<file path="config.mk">
export PLATFORM = sky130hd
export DESIGN_NAME = snoop_coh_ctrl
export DESIGN_NICKNAME = d
export VERILOG_FILES = /design/src/rtl/coh_pkg.sv /design/src/rtl/coh_line_store.sv /design/src/rtl/coh_snoop_decode.sv /design/src/rtl/snoop_coh_ctrl.sv
export SDC_FILE = /design/constraint.sdc
export NUM_CORES = 1
export LEC_CHECK = 0
export BUFFER_PORTS_ARGS = -buffer_cell sky130_fd_sc_hd__buf_2
export CELL_PAD_IN_SITES_DETAIL_PLACEMENT = 1
export CELL_PAD_IN_SITES_GLOBAL_PLACEMENT = 2
export CORE_MARGIN = 3
export CORE_UTILIZATION = 36
export CTS_BUF_LIST = sky130_fd_sc_hd__clkbuf_2 sky130_fd_sc_hd__clkbuf_4 sky130_fd_sc_hd__clkbuf_8
export DETAILED_ROUTE_END_ITERATION = 6
export PLACE_DENSITY_LB_ADDON = 0.1
export REMOVE_ABC_BUFFERS = 1
export SLEW_MARGIN = 20
export SYNTH_ARGS = -nofsm -noshare
export SYNTH_HDL_FRONTEND = slang
export SYNTH_HIERARCHICAL = 1
export SYNTH_SLANG_ARGS = --single-unit
</file>
<file path="constraint.sdc">
create_clock -name clk -period 11.3 [get_ports clk]
set_input_delay 1.695 -clock clk [delete_from_list [all_inputs] [get_ports clk]]
set_output_delay 1.695 -clock clk [all_outputs]
set_load 0.01 [all_outputs]
</file>
<file path="src/rtl/coh_pkg.sv">
package coh_pkg;
  typedef enum logic [1:0] {
    MSG_NO_OWNER = 2'b00,
    MSG_RD_REQ   = 2'b01,
    MSG_WR_INV   = 2'b10,
    MSG_DATA     = 2'b11
  } msg_kind_e;

  typedef enum logic [3:0] {
    ST_IDLE, ST_DECIDE, ST_VICT_WB, ST_RD_BCAST, ST_WAIT_REPLY,
    ST_FILL_REQ, ST_FILL_WAIT, ST_WR_BCAST, ST_RESP, ST_SN_WB, ST_SN_REPLY
  } ctl_state_e;
endpackage

</file>
<file path="src/rtl/coh_line_store.sv">
module coh_line_store #(
  parameter int NLINES = 4,
  parameter int TAG_W  = 27,
  parameter int LINE_W = 64,
  localparam int IDX_W = $clog2(NLINES)
) (
  input  logic              clk,
  input  logic              rst_n,
  input  logic [IDX_W-1:0]  la_idx,
  output logic              la_valid,
  output logic              la_dirty,
  output logic [TAG_W-1:0]  la_tag,
  output logic [LINE_W-1:0] la_data,
  input  logic [IDX_W-1:0]  sa_idx,
  output logic              sa_valid,
  output logic              sa_dirty,
  output logic [TAG_W-1:0]  sa_tag,
  output logic [LINE_W-1:0] sa_data,
  input  logic              upd_en,
  input  logic [IDX_W-1:0]  upd_idx,
  input  logic              upd_valid,
  input  logic              upd_dirty,
  input  logic              upd_fill,
  input  logic [TAG_W-1:0]  upd_tag,
  input  logic [LINE_W-1:0] upd_data
);
  logic [NLINES-1:0] valid_v;
  logic [NLINES-1:0] dirty_v;
  logic [TAG_W-1:0]  tag_v  [NLINES];
  logic [LINE_W-1:0] data_v [NLINES];

  for (genvar g = 0; g < NLINES; g++) begin : g_line
    logic              v_q, d_q;
    logic [TAG_W-1:0]  t_q;
    logic [LINE_W-1:0] x_q;
    wire sel = upd_en && (upd_idx == IDX_W'(g));

    always_ff @(posedge clk or negedge rst_n) begin
      if (!rst_n) begin
        v_q <= 1'b0;
        d_q <= 1'b0;
      end else if (sel) begin
        v_q <= upd_valid;
        d_q <= upd_dirty;
      end
    end

    always_ff @(posedge clk) begin
      if (sel && upd_fill) begin
        t_q <= upd_tag;
        x_q <= upd_data;
      end
    end

    assign valid_v[g] = v_q;
    assign dirty_v[g] = d_q;
    assign tag_v[g]   = t_q;
    assign data_v[g]  = x_q;

    // a modified line is always a valid line
    p_dirty_valid_r6: assert property (@(posedge clk) disable iff (!rst_n)
      d_q |-> v_q);
  end

  assign la_valid = valid_v[la_idx];
  assign la_dirty = dirty_v[la_idx];
  assign la_tag   = tag_v[la_idx];
  assign la_data  = data_v[la_idx];
  assign sa_valid = valid_v[sa_idx];
  assign sa_dirty = dirty_v[sa_idx];
  assign sa_tag   = tag_v[sa_idx];
  assign sa_data  = data_v[sa_idx];
endmodule

</file>
<file path="src/rtl/coh_snoop_decode.sv">
module coh_snoop_decode #(
  parameter int ADDR_W = 32,
  parameter int OFF_W  = 3,
  parameter int IDX_W  = 2,
  parameter int ID_W   = 2,
  parameter int NODE_ID = 1,
  localparam int TAG_W = ADDR_W - OFF_W - IDX_W
) (
  input  logic [1:0]        msg_kind,
  input  logic [ADDR_W-1:0] msg_addr,
  input  logic [ID_W-1:0]   msg_src,
  input  logic [ID_W-1:0]   msg_dest,
  input  logic              line_valid,
  input  logic              line_dirty,
  input  logic [TAG_W-1:0]  line_tag,
  output logic              do_inv,
  output logic              do_supply,
  output logic              mine_data,
  output logic              mine_none
);
  import coh_pkg::*;
  logic from_peer, to_me, holds;

  always_comb begin
    from_peer = (msg_src != ID_W'(NODE_ID));
    to_me     = (msg_dest == ID_W'(NODE_ID));
    holds     = line_valid && (line_tag == msg_addr[ADDR_W-1:OFF_W+IDX_W]);
    do_inv    = from_peer && holds && (msg_kind == MSG_WR_INV);
    do_supply = from_peer && holds && line_dirty && (msg_kind == MSG_RD_REQ);
    mine_data = to_me && (msg_kind == MSG_DATA);
    mine_none = to_me && (msg_kind == MSG_NO_OWNER);
  end
endmodule

</file>
<file path="src/rtl/snoop_coh_ctrl.sv">
module snoop_coh_ctrl #(
  parameter int NODE_ID = 1,
  parameter int ID_W    = 2,
  parameter int ADDR_W  = 32,
  parameter int LINE_W  = 64,
  parameter int NLINES  = 4
) (
  input  logic              clk,
  input  logic              rst_n,
  input  logic              cpu_req_valid,
  output logic              cpu_req_ready,
  input  logic              cpu_req_write,
  input  logic [ADDR_W-1:0] cpu_req_addr,
  input  logic [LINE_W-1:0] cpu_req_wdata,
  output logic              cpu_rsp_valid,
  output logic [LINE_W-1:0] cpu_rsp_data,
  output logic              bus_out_valid,
  input  logic              bus_out_ready,
  output logic [1:0]        bus_out_type,
  output logic [ADDR_W-1:0] bus_out_addr,
  output logic [LINE_W-1:0] bus_out_data,
  output logic [ID_W-1:0]   bus_out_src,
  output logic [ID_W-1:0]   bus_out_dest,
  input  logic              bus_in_valid,
  output logic              bus_in_ready,
  input  logic [1:0]        bus_in_type,
  input  logic [ADDR_W-1:0] bus_in_addr,
  input  logic [LINE_W-1:0] bus_in_data,
  input  logic [ID_W-1:0]   bus_in_src,
  input  logic [ID_W-1:0]   bus_in_dest,
  output logic              mem_req_valid,
  input  logic              mem_req_ready,
  output logic              mem_req_write,
  output logic [ADDR_W-1:0] mem_req_addr,
  output logic [LINE_W-1:0] mem_req_wdata,
  input  logic              mem_rsp_valid,
  input  logic [LINE_W-1:0] mem_rsp_data
);
  import coh_pkg::*;

  localparam int LINE_BYTES = LINE_W / 8;
  localparam int OFF_W      = $clog2(LINE_BYTES);
  localparam int IDX_W      = $clog2(NLINES);
  localparam int TAG_W      = ADDR_W - OFF_W - IDX_W;

  ctl_state_e st_q, st_d, ret_q, ret_d;
  logic              rq_wr_q, rq_wr_d;
  logic [ADDR_W-1:0] rq_addr_q, rq_addr_d;
  logic [LINE_W-1:0] rq_data_q, rq_data_d;
  logic [ADDR_W-1:0] sn_addr_q, sn_addr_d;
  logic [ID_W-1:0]   sn_src_q, sn_src_d;

  logic [IDX_W-1:0]  rq_idx, sa_idx;
  logic [TAG_W-1:0]  rq_tag;
  logic              la_valid, la_dirty, sa_valid, sa_dirty;
  logic [TAG_W-1:0]  la_tag, sa_tag;
  logic [LINE_W-1:0] la_data, sa_data;
  logic              upd_en, upd_valid, upd_dirty, upd_fill;
  logic [IDX_W-1:0]  upd_idx;
  logic [TAG_W-1:0]  upd_tag;
  logic [LINE_W-1:0] upd_data;
  logic              do_inv, do_supply, mine_data, mine_none;
  logic              snoop_open, in_fire, in_snoop_phase, hit;

  assign rq_idx = rq_addr_q[OFF_W +: IDX_W];
  assign rq_tag = rq_addr_q[ADDR_W-1:OFF_W+IDX_W];
  assign in_snoop_phase = (st_q == ST_SN_WB) || (st_q == ST_SN_REPLY);
  assign sa_idx = in_snoop_phase ? sn_addr_q[OFF_W +: IDX_W] : bus_in_addr[OFF_W +: IDX_W];
  assign hit    = la_valid && (la_tag == rq_tag);

  coh_line_store #(.NLINES(NLINES), .TAG_W(TAG_W), .LINE_W(LINE_W)) u_store (
    .clk(clk), .rst_n(rst_n),
    .la_idx(rq_idx), .la_valid(la_valid), .la_dirty(la_dirty), .la_tag(la_tag), .la_data(la_data),
    .sa_idx(sa_idx), .sa_valid(sa_valid), .sa_dirty(sa_dirty), .sa_tag(sa_tag), .sa_data(sa_data),
    .upd_en(upd_en), .upd_idx(upd_idx), .upd_valid(upd_valid), .upd_dirty(upd_dirty),
    .upd_fill(upd_fill), .upd_tag(upd_tag), .upd_data(upd_data)
  );

  coh_snoop_decode #(.ADDR_W(ADDR_W), .OFF_W(OFF_W), .IDX_W(IDX_W), .ID_W(ID_W),
                     .NODE_ID(NODE_ID)) u_dec (
    .msg_kind(bus_in_type), .msg_addr(bus_in_addr), .msg_src(bus_in_src), .msg_dest(bus_in_dest),
    .line_valid(sa_valid), .line_dirty(sa_dirty), .line_tag(sa_tag),
    .do_inv(do_inv), .do_supply(do_supply), .mine_data(mine_data), .mine_none(mine_none)
  );

  // Snoops are taken wherever the controller is not driving memory or a reply.
  assign snoop_open = (st_q == ST_IDLE) || (st_q == ST_RD_BCAST) ||
                      (st_q == ST_WR_BCAST) || (st_q == ST_WAIT_REPLY);
  assign bus_in_ready  = snoop_open;
  assign in_fire       = bus_in_valid && snoop_open;
  assign cpu_req_ready = (st_q == ST_IDLE) && !bus_in_valid;

  always_comb begin
    bus_out_valid = 1'b0;
    bus_out_type  = MSG_WR_INV;
    bus_out_addr  = rq_addr_q;
    bus_out_data  = '0;
    bus_out_dest  = '0;
    unique case (st_q)
      ST_RD_BCAST: begin bus_out_valid = !bus_in_valid; bus_out_type = MSG_RD_REQ; end
      ST_WR_BCAST: bus_out_valid = !bus_in_valid;
      ST_SN_REPLY: begin
        bus_out_valid = 1'b1;
        bus_out_type  = MSG_DATA;
        bus_out_addr  = sn_addr_q;
        bus_out_data  = sa_data;
        bus_out_dest  = sn_src_q;
      end
      default: ;
    endcase
  end
  assign bus_out_src = ID_W'(NODE_ID);

  always_comb begin
    mem_req_valid = 1'b0;
    mem_req_write = 1'b0;
    mem_req_addr  = rq_addr_q;
    mem_req_wdata = '0;
    unique case (st_q)
      ST_VICT_WB: begin
        mem_req_valid = 1'b1;
        mem_req_write = 1'b1;
        mem_req_addr  = {la_tag, rq_idx, {OFF_W{1'b0}}};
        mem_req_wdata = la_data;
      end
      ST_FILL_REQ: mem_req_valid = 1'b1;
      ST_SN_WB: begin
        mem_req_valid = 1'b1;
        mem_req_write = 1'b1;
        mem_req_addr  = sn_addr_q;
        mem_req_wdata = sa_data;
      end
      default: ;
    endcase
  end

  assign cpu_rsp_valid = (st_q == ST_RESP);
  assign cpu_rsp_data  = la_data;

  always_comb begin
    st_d      = st_q;
    ret_d     = ret_q;
    rq_wr_d   = rq_wr_q;
    rq_addr_d = rq_addr_q;
    rq_data_d = rq_data_q;
    sn_addr_d = sn_addr_q;
    sn_src_d  = sn_src_q;
    upd_en    = 1'b0;
    upd_idx   = rq_idx;
    upd_valid = 1'b1;
    upd_dirty = 1'b0;
    upd_fill  = 1'b0;
    upd_tag   = rq_tag;
    upd_data  = rq_data_q;
    if (in_fire) begin
      if (do_inv) begin
        upd_en    = 1'b1;
        upd_idx   = bus_in_addr[OFF_W +: IDX_W];
        upd_valid = 1'b0;
      end else if (do_supply) begin
        sn_addr_d = {bus_in_addr[ADDR_W-1:OFF_W], {OFF_W{1'b0}}};
        sn_src_d  = bus_in_src;
        ret_d     = st_q;
        st_d      = ST_SN_WB;
      end else if (st_q == ST_WAIT_REPLY && mine_data) begin
        upd_en   = 1'b1;
        upd_fill = 1'b1;
        upd_data = bus_in_data;
        st_d     = rq_wr_q ? ST_WR_BCAST : ST_RESP;
      end else if (st_q == ST_WAIT_REPLY && mine_none) begin
        st_d = ST_FILL_REQ;
      end
    end else begin
      unique case (st_q)
        ST_IDLE: if (cpu_req_valid) begin
          rq_wr_d   = cpu_req_write;
          rq_addr_d = {cpu_req_addr[ADDR_W-1:OFF_W], {OFF_W{1'b0}}};
          rq_data_d = cpu_req_wdata;
          st_d      = ST_DECIDE;
        end
        ST_DECIDE: begin
          if (hit) begin
            if (!rq_wr_q) st_d = ST_RESP;
            else if (la_dirty) begin
              upd_en    = 1'b1;
              upd_dirty = 1'b1;
              upd_fill  = 1'b1;
              st_d      = ST_RESP;
            end else st_d = ST_WR_BCAST;
          end else if (la_valid && la_dirty) st_d = ST_VICT_WB;
          else st_d = ST_RD_BCAST;
        end
        ST_VICT_WB: if (mem_req_ready) begin
          upd_en    = 1'b1;
          upd_valid = 1'b0;
          st_d      = ST_RD_BCAST;
        end
        ST_RD_BCAST: if (bus_out_ready) st_d = ST_WAIT_REPLY;
        ST_FILL_REQ: if (mem_req_ready) st_d = ST_FILL_WAIT;
        ST_FILL_WAIT: if (mem_rsp_valid) begin
          upd_en   = 1'b1;
          upd_fill = 1'b1;
          upd_data = mem_rsp_data;
          st_d     = rq_wr_q ? ST_WR_BCAST : ST_RESP;
        end
        ST_WR_BCAST: if (bus_out_ready) begin
          upd_en    = 1'b1;
          upd_dirty = 1'b1;
          upd_fill  = 1'b1;
          st_d      = ST_RESP;
        end
        ST_RESP: st_d = ST_IDLE;
        ST_SN_WB: if (mem_req_ready) begin
          upd_en    = 1'b1;
          upd_idx   = sn_addr_q[OFF_W +: IDX_W];
          upd_dirty = 1'b0;
          st_d      = ST_SN_REPLY;
        end
        ST_SN_REPLY: if (bus_out_ready) st_d = ret_q;
        default: ;
      endcase
    end
  end

  always_ff @(posedge clk or negedge rst_n) begin
    if (!rst_n) begin
      st_q      <= ST_IDLE;
      ret_q     <= ST_IDLE;
      rq_wr_q   <= 1'b0;
      rq_addr_q <= '0;
      rq_data_q <= '0;
      sn_addr_q <= '0;
      sn_src_q  <= '0;
    end else begin
      st_q      <= st_d;
      ret_q     <= ret_d;
      rq_wr_q   <= rq_wr_d;
      rq_addr_q <= rq_addr_d;
      rq_data_q <= rq_data_d;
      sn_addr_q <= sn_addr_d;
      sn_src_q  <= sn_src_d;
    end
  end

  // a memory request holds its command until the lower level takes it
  p_mem_hold_r4: assert property (@(posedge clk) disable iff (!rst_n)
    mem_req_valid && !mem_req_ready |=> mem_req_valid && $stable(mem_req_addr) && $stable(mem_req_write));
  // a data reply holds until the fabric takes it
  p_reply_hold_r10: assert property (@(posedge clk) disable iff (!rst_n)
    bus_out_valid && bus_out_type == MSG_DATA && !bus_out_ready |=> bus_out_valid && $stable(bus_out_addr));
  // a data reply is preceded by a completed write-back
  p_reply_after_wb_r10: assert property (@(posedge clk) disable iff (!rst_n)
    $rose(bus_out_valid && bus_out_type == MSG_DATA) |-> $past(mem_req_valid && mem_req_ready && mem_req_write));
  // every outgoing message carries a line-aligned address
  p_aligned_r3: assert property (@(posedge clk) disable iff (!rst_n)
    bus_out_valid |-> bus_out_addr[OFF_W-1:0] == '0);
  // each response is a single-cycle pulse
  p_rsp_pulse_r2: assert property (@(posedge clk) disable iff (!rst_n)
    cpu_rsp_valid |=> !cpu_rsp_valid);
  // a local request accepted leaves no room for a second one next cycle
  p_one_req_r13: assert property (@(posedge clk) disable iff (!rst_n)
    cpu_req_valid && cpu_req_ready |=> !cpu_req_ready);
endmodule

</file>
Word level (Yosys, flattened, before mapping)
Cells that the tools add are included.

storage, ports and cells
  ROM bits = 0
  bits in latches = 0
  word-level logic and storage cells = 176
  bits in writable memories = 0
  input port bits = 270
  output and inout port bits = 268
  flip-flop bits (word level) = 505
  memories kept = 0

cells by class
  multipliers = 0
  div/mod/pow operators = 0
  reduce and logical (&&, ||, !) cells = 36
  bitwise logic cells = 4
  add/sub/neg operators = 0
  mux-type cells = 79
  eq/ne operators = 30
  order comparisons = 4
  shifts and indexed selects = 0

operators by type and width
  operator                                                     count
  2-to-1 mux 64 bit                                            11
  binary-select mux 64 bit (select 2 bit)                      2
  case mux 64 bit (2 select lines)                             1
  binary-select mux 27 bit (select 2 bit)                      2
  2-to-1 mux 27 bit                                            4
  2-to-1 mux 4 bit                                             17
  case mux 32 bit (2 select lines)                             1
  equality test 27 bit                                         2
  case mux 4 bit (10 select lines)                             1
  2-to-1 mux 32 bit                                            1
  2-to-1 mux 1 bit                                             24
  != test 3 bit (second input constant)                        8
  logical AND 1 bit                                            21
  equality test 4 x 3 -> 1 bit (second input constant)         4
  equality test 4 bit (second input constant)                  3
  2-to-1 mux 2 bit                                             6
  AND reduction 11 bit                                         1
  nonzero test 11 bit                                          1
  binary-select mux 1 bit (select 2 bit)                       4
  equality test 2 bit (second input constant)                  4
  equality test 4 x 2 -> 1 bit (second input constant)         2
  equality test 2 x 1 -> 1 bit (second input constant)         3
  greater-or-equal comparator 3 bit (second input constant)    2
  less-than comparator 2 x 3 -> 1 bit (second input constant)  2
  17 further kinds                                             26

Logic depth before layout (Yosys ltp)
  word-level depth = 17
  depth in mapped cells = 20
  depth with buffers taken out = 15

Cells and area by module
The synthesis kept the hierarchy.

by module, submodules not included
  module            cells an instance  instances  area each (um^2)
  coh_line_store    615                1          15775.1
  snoop_coh_ctrl    937                1          8993.6
  coh_snoop_decode  44                 1          361.6

Worst setup path before layout
No wires, ideal clock.

  path type = in2reg
  start = in bus_in_addr[3]
  end = reg u_store.g_line[1].t_q[0] (enable)
  path buffers = 2
  stages = 12
  data arrival time = 11.219 ns
  library setup time = 0.671 ns
  setup slack = -0.590 ns
  cells stage by stage = mux2_2 > buf_6 > buf_6 > mux4_2 > xnor2_1 > nand4_1 > or4_4 > nor4b_2 > nor4_1 > a32oi_1 > nand2_1 > nor3b_1

between the ends
  elaborated cells on any way between the ends = 25

RTL lines
  what                                                  RTL line                RTL
  start: declaration                                    snoop_coh_ctrl.sv:27    input logic [ADDR_W-1:0] bus_in_addr,
  2-to-1 mux 2 bit                                      snoop_coh_ctrl.sv:68    assign sa_idx = in_snoop_phase ? sn_addr_q[OFF_W +: IDX_W] : bus_in_addr[OFF_W +: IDX_W];
  NOT 2 -> 3 bit (implied by the code)                  coh_line_store.sv:71    assign sa_tag = tag_v[sa_idx];
  binary-select mux 27 bit (select 2 bit)               coh_line_store.sv:71
  2-to-1 mux 27 bit (implied by the code) (2 in a row)  coh_line_store.sv:71
  net sa_tag[10]                                        snoop_coh_ctrl.sv:56    logic [TAG_W-1:0] la_tag, sa_tag;
  equality test 27 bit                                  coh_snoop_decode.sv:27  holds = line_valid && (line_tag == msg_addr[ADDR_W-1:OFF_W+IDX_W]);
  logical AND 1 bit                                     coh_snoop_decode.sv:27
  logical AND 1 bit (2 in a row)                        coh_snoop_decode.sv:28  do_inv = from_peer && holds && (msg_kind == MSG_WR_INV);
  net do_inv                                            snoop_coh_ctrl.sv:62    logic do_inv, do_supply, mine_data, mine_none;
  2-to-1 mux 1 bit                                      snoop_coh_ctrl.sv:156   if (do_inv) begin
  2-to-1 mux 1 bit                                      snoop_coh_ctrl.sv:155   if (in_fire) begin
  net upd_en                                            snoop_coh_ctrl.sv:58    logic upd_en, upd_valid, upd_dirty, upd_fill;
  logical AND 1 bit                                     coh_line_store.sv:36    wire sel = upd_en && (upd_idx == IDX_W'(g));
  logical AND 1 bit                                     coh_line_store.sv:49    if (sel && upd_fill) begin
  end signal: assignment                                coh_line_store.sv:50    t_q <= upd_tag;
  end: declaration                                      coh_line_store.sv:34    logic [TAG_W-1:0] t_q;

The timed path passes the listed nets, and every way through them passes these cells. The select of a mux whose other input is x is not followed.
A chain may end at the register's enable or synchronous reset.

Worst setup path after layout
  start = reg st_q[0]
  end = reg u_store.g_line[3].x_q[40] (enable)

between the ends
  elaborated cells on any way between the ends = 45

RTL lines
  what                                                      RTL line                RTL
  start: declaration                                        snoop_coh_ctrl.sv:46    ctl_state_e st_q, st_d, ret_q, ret_d;
  start signal: assignment                                  snoop_coh_ctrl.sv:235   st_q <= st_d;
  equality test 4 bit                                       snoop_coh_ctrl.sv:67    assign in_snoop_phase = (st_q == ST_SN_WB) || (st_q == ST_SN_REPLY);
  logical OR 1 bit (*)                                      snoop_coh_ctrl.sv:67
  2-to-1 mux 2 bit (*)                                      snoop_coh_ctrl.sv:68
  net sa_idx[0]                                             snoop_coh_ctrl.sv:53    logic [IDX_W-1:0] rq_idx, sa_idx;
  NOT 2 -> 3 bit (implied by the code) (*)                  coh_line_store.sv:71
  binary-select mux 27 bit (select 2 bit) (*)               coh_line_store.sv:71
  2-to-1 mux 27 bit (implied by the code) (*) (2 in a row)  coh_line_store.sv:71
  net sa_tag[3]                                             snoop_coh_ctrl.sv:56
  (+2 left out)                                             --
  logical AND 1 bit (*) (2 in a row)                        coh_snoop_decode.sv:28
  net do_inv                                                snoop_coh_ctrl.sv:62
  2-to-1 mux 2 bit (*)                                      snoop_coh_ctrl.sv:156
  2-to-1 mux 2 bit (*)                                      snoop_coh_ctrl.sv:155
  net upd_idx[1]                                            snoop_coh_ctrl.sv:59    logic [IDX_W-1:0] upd_idx;
  equality test 2 bit (*)                                   coh_line_store.sv:36
  logical AND 1 bit (*)                                     coh_line_store.sv:36
  logical AND 1 bit (*)                                     coh_line_store.sv:49
  end signal: assignment                                    coh_line_store.sv:51    x_q <= upd_data;
  end: declaration                                          coh_line_store.sv:35    logic [LINE_W-1:0] x_q;

Mark *: on every way through the listed nets, which the timed path passes. The rest lies on a longest branch. The select of a mux whose other input is x is not followed.

==> results.sh <==
export IMPL_synthDistinctLibCells=58
export IMPL_cts_htree_levels=3
export IMPL_vias=16820
export IMPL_core_rowCount=96
export IMPL_synth_area_per_cell_um2=15.75
export IMPL_ff2ff_setup_slack_ns=3.02
export IMPL_syn_to_final_growth_pct=21.32
export IMPL_maxSlewHeadroom_pct=24.35
export IMPL_drc=0
export IMPL_nets=2387
export IMPL_grt_max_degree=79
export IMPL_cp_max_fo=50
export IMPL_grt_pass1_wl_mm=121.9
export IMPL_intPower_mw=4.734
export IMPL_die_width_um=270.2
export IMPL_fin_crit_sh_pct=73.30
export IMPL_hold_violations=0
export IMPL_cp_end_kind="register"
export IMPL_layout_drive_gt1_share_pct=50.39
export IMPL_routed_wl_mm=82.11
export IMPL_cts_resized=0
export IMPL_place_detailed_hpwl_mm=54.72
export IMPL_synth_top_area_share_pct=43.50
export IMPL_synth_edf_count=364
export IMPL_numPortBuffers=523
export IMPL_drtIter0Drc=1030
export IMPL_viasPerCell=5.361
export IMPL_setup_viol=0
export IMPL_overflow=0
export IMPL_cp_required_ns=11.57
export IMPL_cts_buffers=92
export IMPL_p_switching_mw=2.656
export IMPL_yosysSeqAreaShare_pct=57.54
export IMPL_power_frac_clock_pct=25.2
export IMPL_synth_area_um2=25130
export IMPL_clk_path_buf_depth=3
export IMPL_ys_flop_type="edfxtp_1"
export IMPL_rsz0062_at_grt="false"
export IMPL_cts_sinks=505
export IMPL_drv_cap=0
export IMPL_ios=538
export IMPL_yosysWarnings=6
export IMPL_path_clk_slew_ns=0.06
export IMPL_swShare_pct=35.94
export IMPL_yosys_area_top_type="edfxtp_1"
export IMPL_hold_path_class="reg -> reg"
export IMPL_ant_nets=0
export IMPL_holdWs_ns=0.4971
export IMPL_synth_area_leaders="edfxtp_1 (43%), mux4_2 (17%), dfrtp_1 (14%)"
export IMPL_grt_pass1_vias=18780
export IMPL_dr_pass1_iters=5
export IMPL_cts_tree="yes"
export IMPL_power_density_nw_per_um2=242.4
export IMPL_fin_ws_ns=3.018
export IMPL_synth_seq_cells=505
export IMPL_start_util_pct=36.51
export IMPL_dpl_worst_slack_ns=2.863
export IMPL_synth_async_reset_ratio_pct=27.92
export IMPL_worst_clock_skew_ns=0.03623
export IMPL_fmax_mhz=120.7
export IMPL_fp_dieH_um=270.2
export IMPL_synthCells=1596
export IMPL_die_area_um2=73010
export IMPL_tightest_slew_ns=1.135
export IMPL_core_area_um2=68830
export IMPL_vdd_drop_max_mv=0.1080
export IMPL_root_buffer="clkbuf_8"
export IMPL_groute_usage_overall_pct=22.26
export IMPL_cts_setup_buffers=0
export IMPL_drv_slew=0
export IMPL_clk_latency_ns=0.66
export IMPL_crit_type="reg -> reg"
export IMPL_fin_crit_ns=8.283
export IMPL_cts_hold_fix_buffers=0
export IMPL_pwr_share_comb_pct=37.5
export IMPL_leakagePower_nw=12.25
export IMPL_place_congestion=0.8105
export IMPL_antenna_found_initial=15
export IMPL_cp_start_kind="register"
export IMPL_outcome="completed"
export IMPL_p_seq_share_pct=37.3
export IMPL_cp_arrival_ns=8.55
export IMPL_wl_per_cell_um=26.18
## metal layers
metal  wire length (um)  track usage, %  vias to the layer above
met1              33910           28.17                     8880
met4               1914           6.119                        4
met5                 21               0                        -
met2              42100           38.78                      458
li1                   -               -                     7364
met3               4173           4.699                      110
## cell type report
cell class | count | area, um2
multi-input combinational | 965 | 9992
clock inverter | 22 | 198.9
inverter | 8 | 30.03
timing repair buffer | 545 | 2789
fill | 7051 | 38340
clock buffer | 150 | 1821
antenna | 11 | 27.53
tap | 931 | 1165
sequential | 505 | 14470
## registers in the layout (all words and copies together), names as in the netlist
name                count
ret_q                   4
rq_data_q              64
rq_wr_q                 1
sn_src_q                2
u_store/g_line.x_q    256
u_store/g_line.v_q      4
u_store/g_line.t_q    108
st_q                    4
rq_addr_q              29
u_store/g_line.d_q      4
sn_addr_q              29
## worst max-delay path, cell delays in order (launching register included)
cell and delay (ns):
dfrtp_1 0.79, nand2b_1 0.36, nor2_4 0.93, nor2_1 0.26, mux2_8 0.77, mux4_2 0.60
xnor2_1 0.21, nand4_1 0.20, or4_4 0.56, nor4b_2 0.59, nand2_1 0.20, nand2_1 0.14
nor2_1 0.05, nor2_1 0.48, and4_4 0.88, buf_4 0.81
## final timing paths
path / from / to / cells past startpoint
worst max-delay path: st_q[0] / u_store/g_line[3].x_q[40] / 15
worst min-delay path: sn_src_q[0] / sn_src_q[0] / 1
worst max register to register: st_q[0] / u_store/g_line[3].x_q[40] / 15
worst min register to register: sn_src_q[0] / sn_src_q[0] / 1
max in group asynchronous: rst_n / rq_addr_q[3] / 2
min in group asynchronous: rst_n / rq_data_q[47] / 1
## cells in the mapped netlist (16+ instances only)
master and number:
xnor2_1 37, mux4_2 186, mux2_2 168, buf_6 23, nand2_1 195, buf_2 48
clkbuf_1 31, and2_1 69, nor2_1 24, xor2_1 16, a22oi_1 72, a22oi_2 20
a22o_1 64, dfrtp_1 141, edfxtp_1 364
## cell families (layout without fill, tap and decap cells)
group	Yosys count	in the layout	share of synthesized area, %
compound gates	200	200	6.507
xor+xnor	53	53	1.847
other cells	2	19	0.02988
buf+inv	132	725	3.122
mux	355	355	24.24
flops	505	505	57.54
simple gates	349	349	6.721
## power groups by stage
stage	Combinational [mW]	Clock (mW)	Sequential (mW)
detailed placement	2.81	0	2.80
finish	2.77	1.86	2.75
CTS	2.82	1.92	2.76
global placement	2.78	0	2.77
floorplan	1.76	0	2.75
global route	3.00	2.01	2.81
## layout by cell type (no fill, tap or decap), types with 4 or more instances in the layout
| cell | netlist | final |
|---|---|---|
| buf_2 | 48 | 522 |
| edfxtp_1 | 364 | 364 |
| nand2_1 | 195 | 194 |
| mux4_2 | 186 | 186 |
| mux2_2 | 168 | 166 |
| dfrtp_1 | 141 | 139 |
| clkbuf_8 | 0 | 111 |
| a22oi_1 | 72 | 72 |
| and2_1 | 69 | 68 |
| a22o_1 | 64 | 64 |
| clkbuf_4 | 0 | 39 |
| xnor2_1 | 37 | 37 |
| buf_4 | 15 | 22 |
| nor2_1 | 24 | 20 |
| a22oi_2 | 20 | 20 |
| xor2_1 | 16 | 16 |
| o21ai_0 | 14 | 14 |
| diode_2 | 0 | 11 |
| nand4_1 | 11 | 11 |
| inv_1 | 8 | 8 |
| conb_1 | 2 | 8 |
| clkinv_2 | 0 | 8 |
| nand2b_1 | 8 | 7 |
| nand3_1 | 7 | 7 |
| a21oi_1 | 7 | 7 |
| nor4_1 | 6 | 6 |
| clkinv_1 | 0 | 6 |
| nor3_1 | 6 | 5 |
| nor2_4 | 0 | 4 |
| clkinvlp_4 | 0 | 4 |
## per-stage QoR
stage	TNS (ns)	utilization, %	total power [mW]	instances	cell area, um2
5_1_grt	0	44.28	7.821	3131	30470
2_1_floorplan	-1367.47	-	4.503	1478	24400
3_5_place_dp	0	41.32	5.606	2954	28440
6_report	0	44.30	7.390	3137	30490
3_3_place_gp	0	41.32	5.546	2954	28440
4_1_cts	0	44.26	7.504	3126	30460
Note: power is estimated with default switching activity, not from simulation.
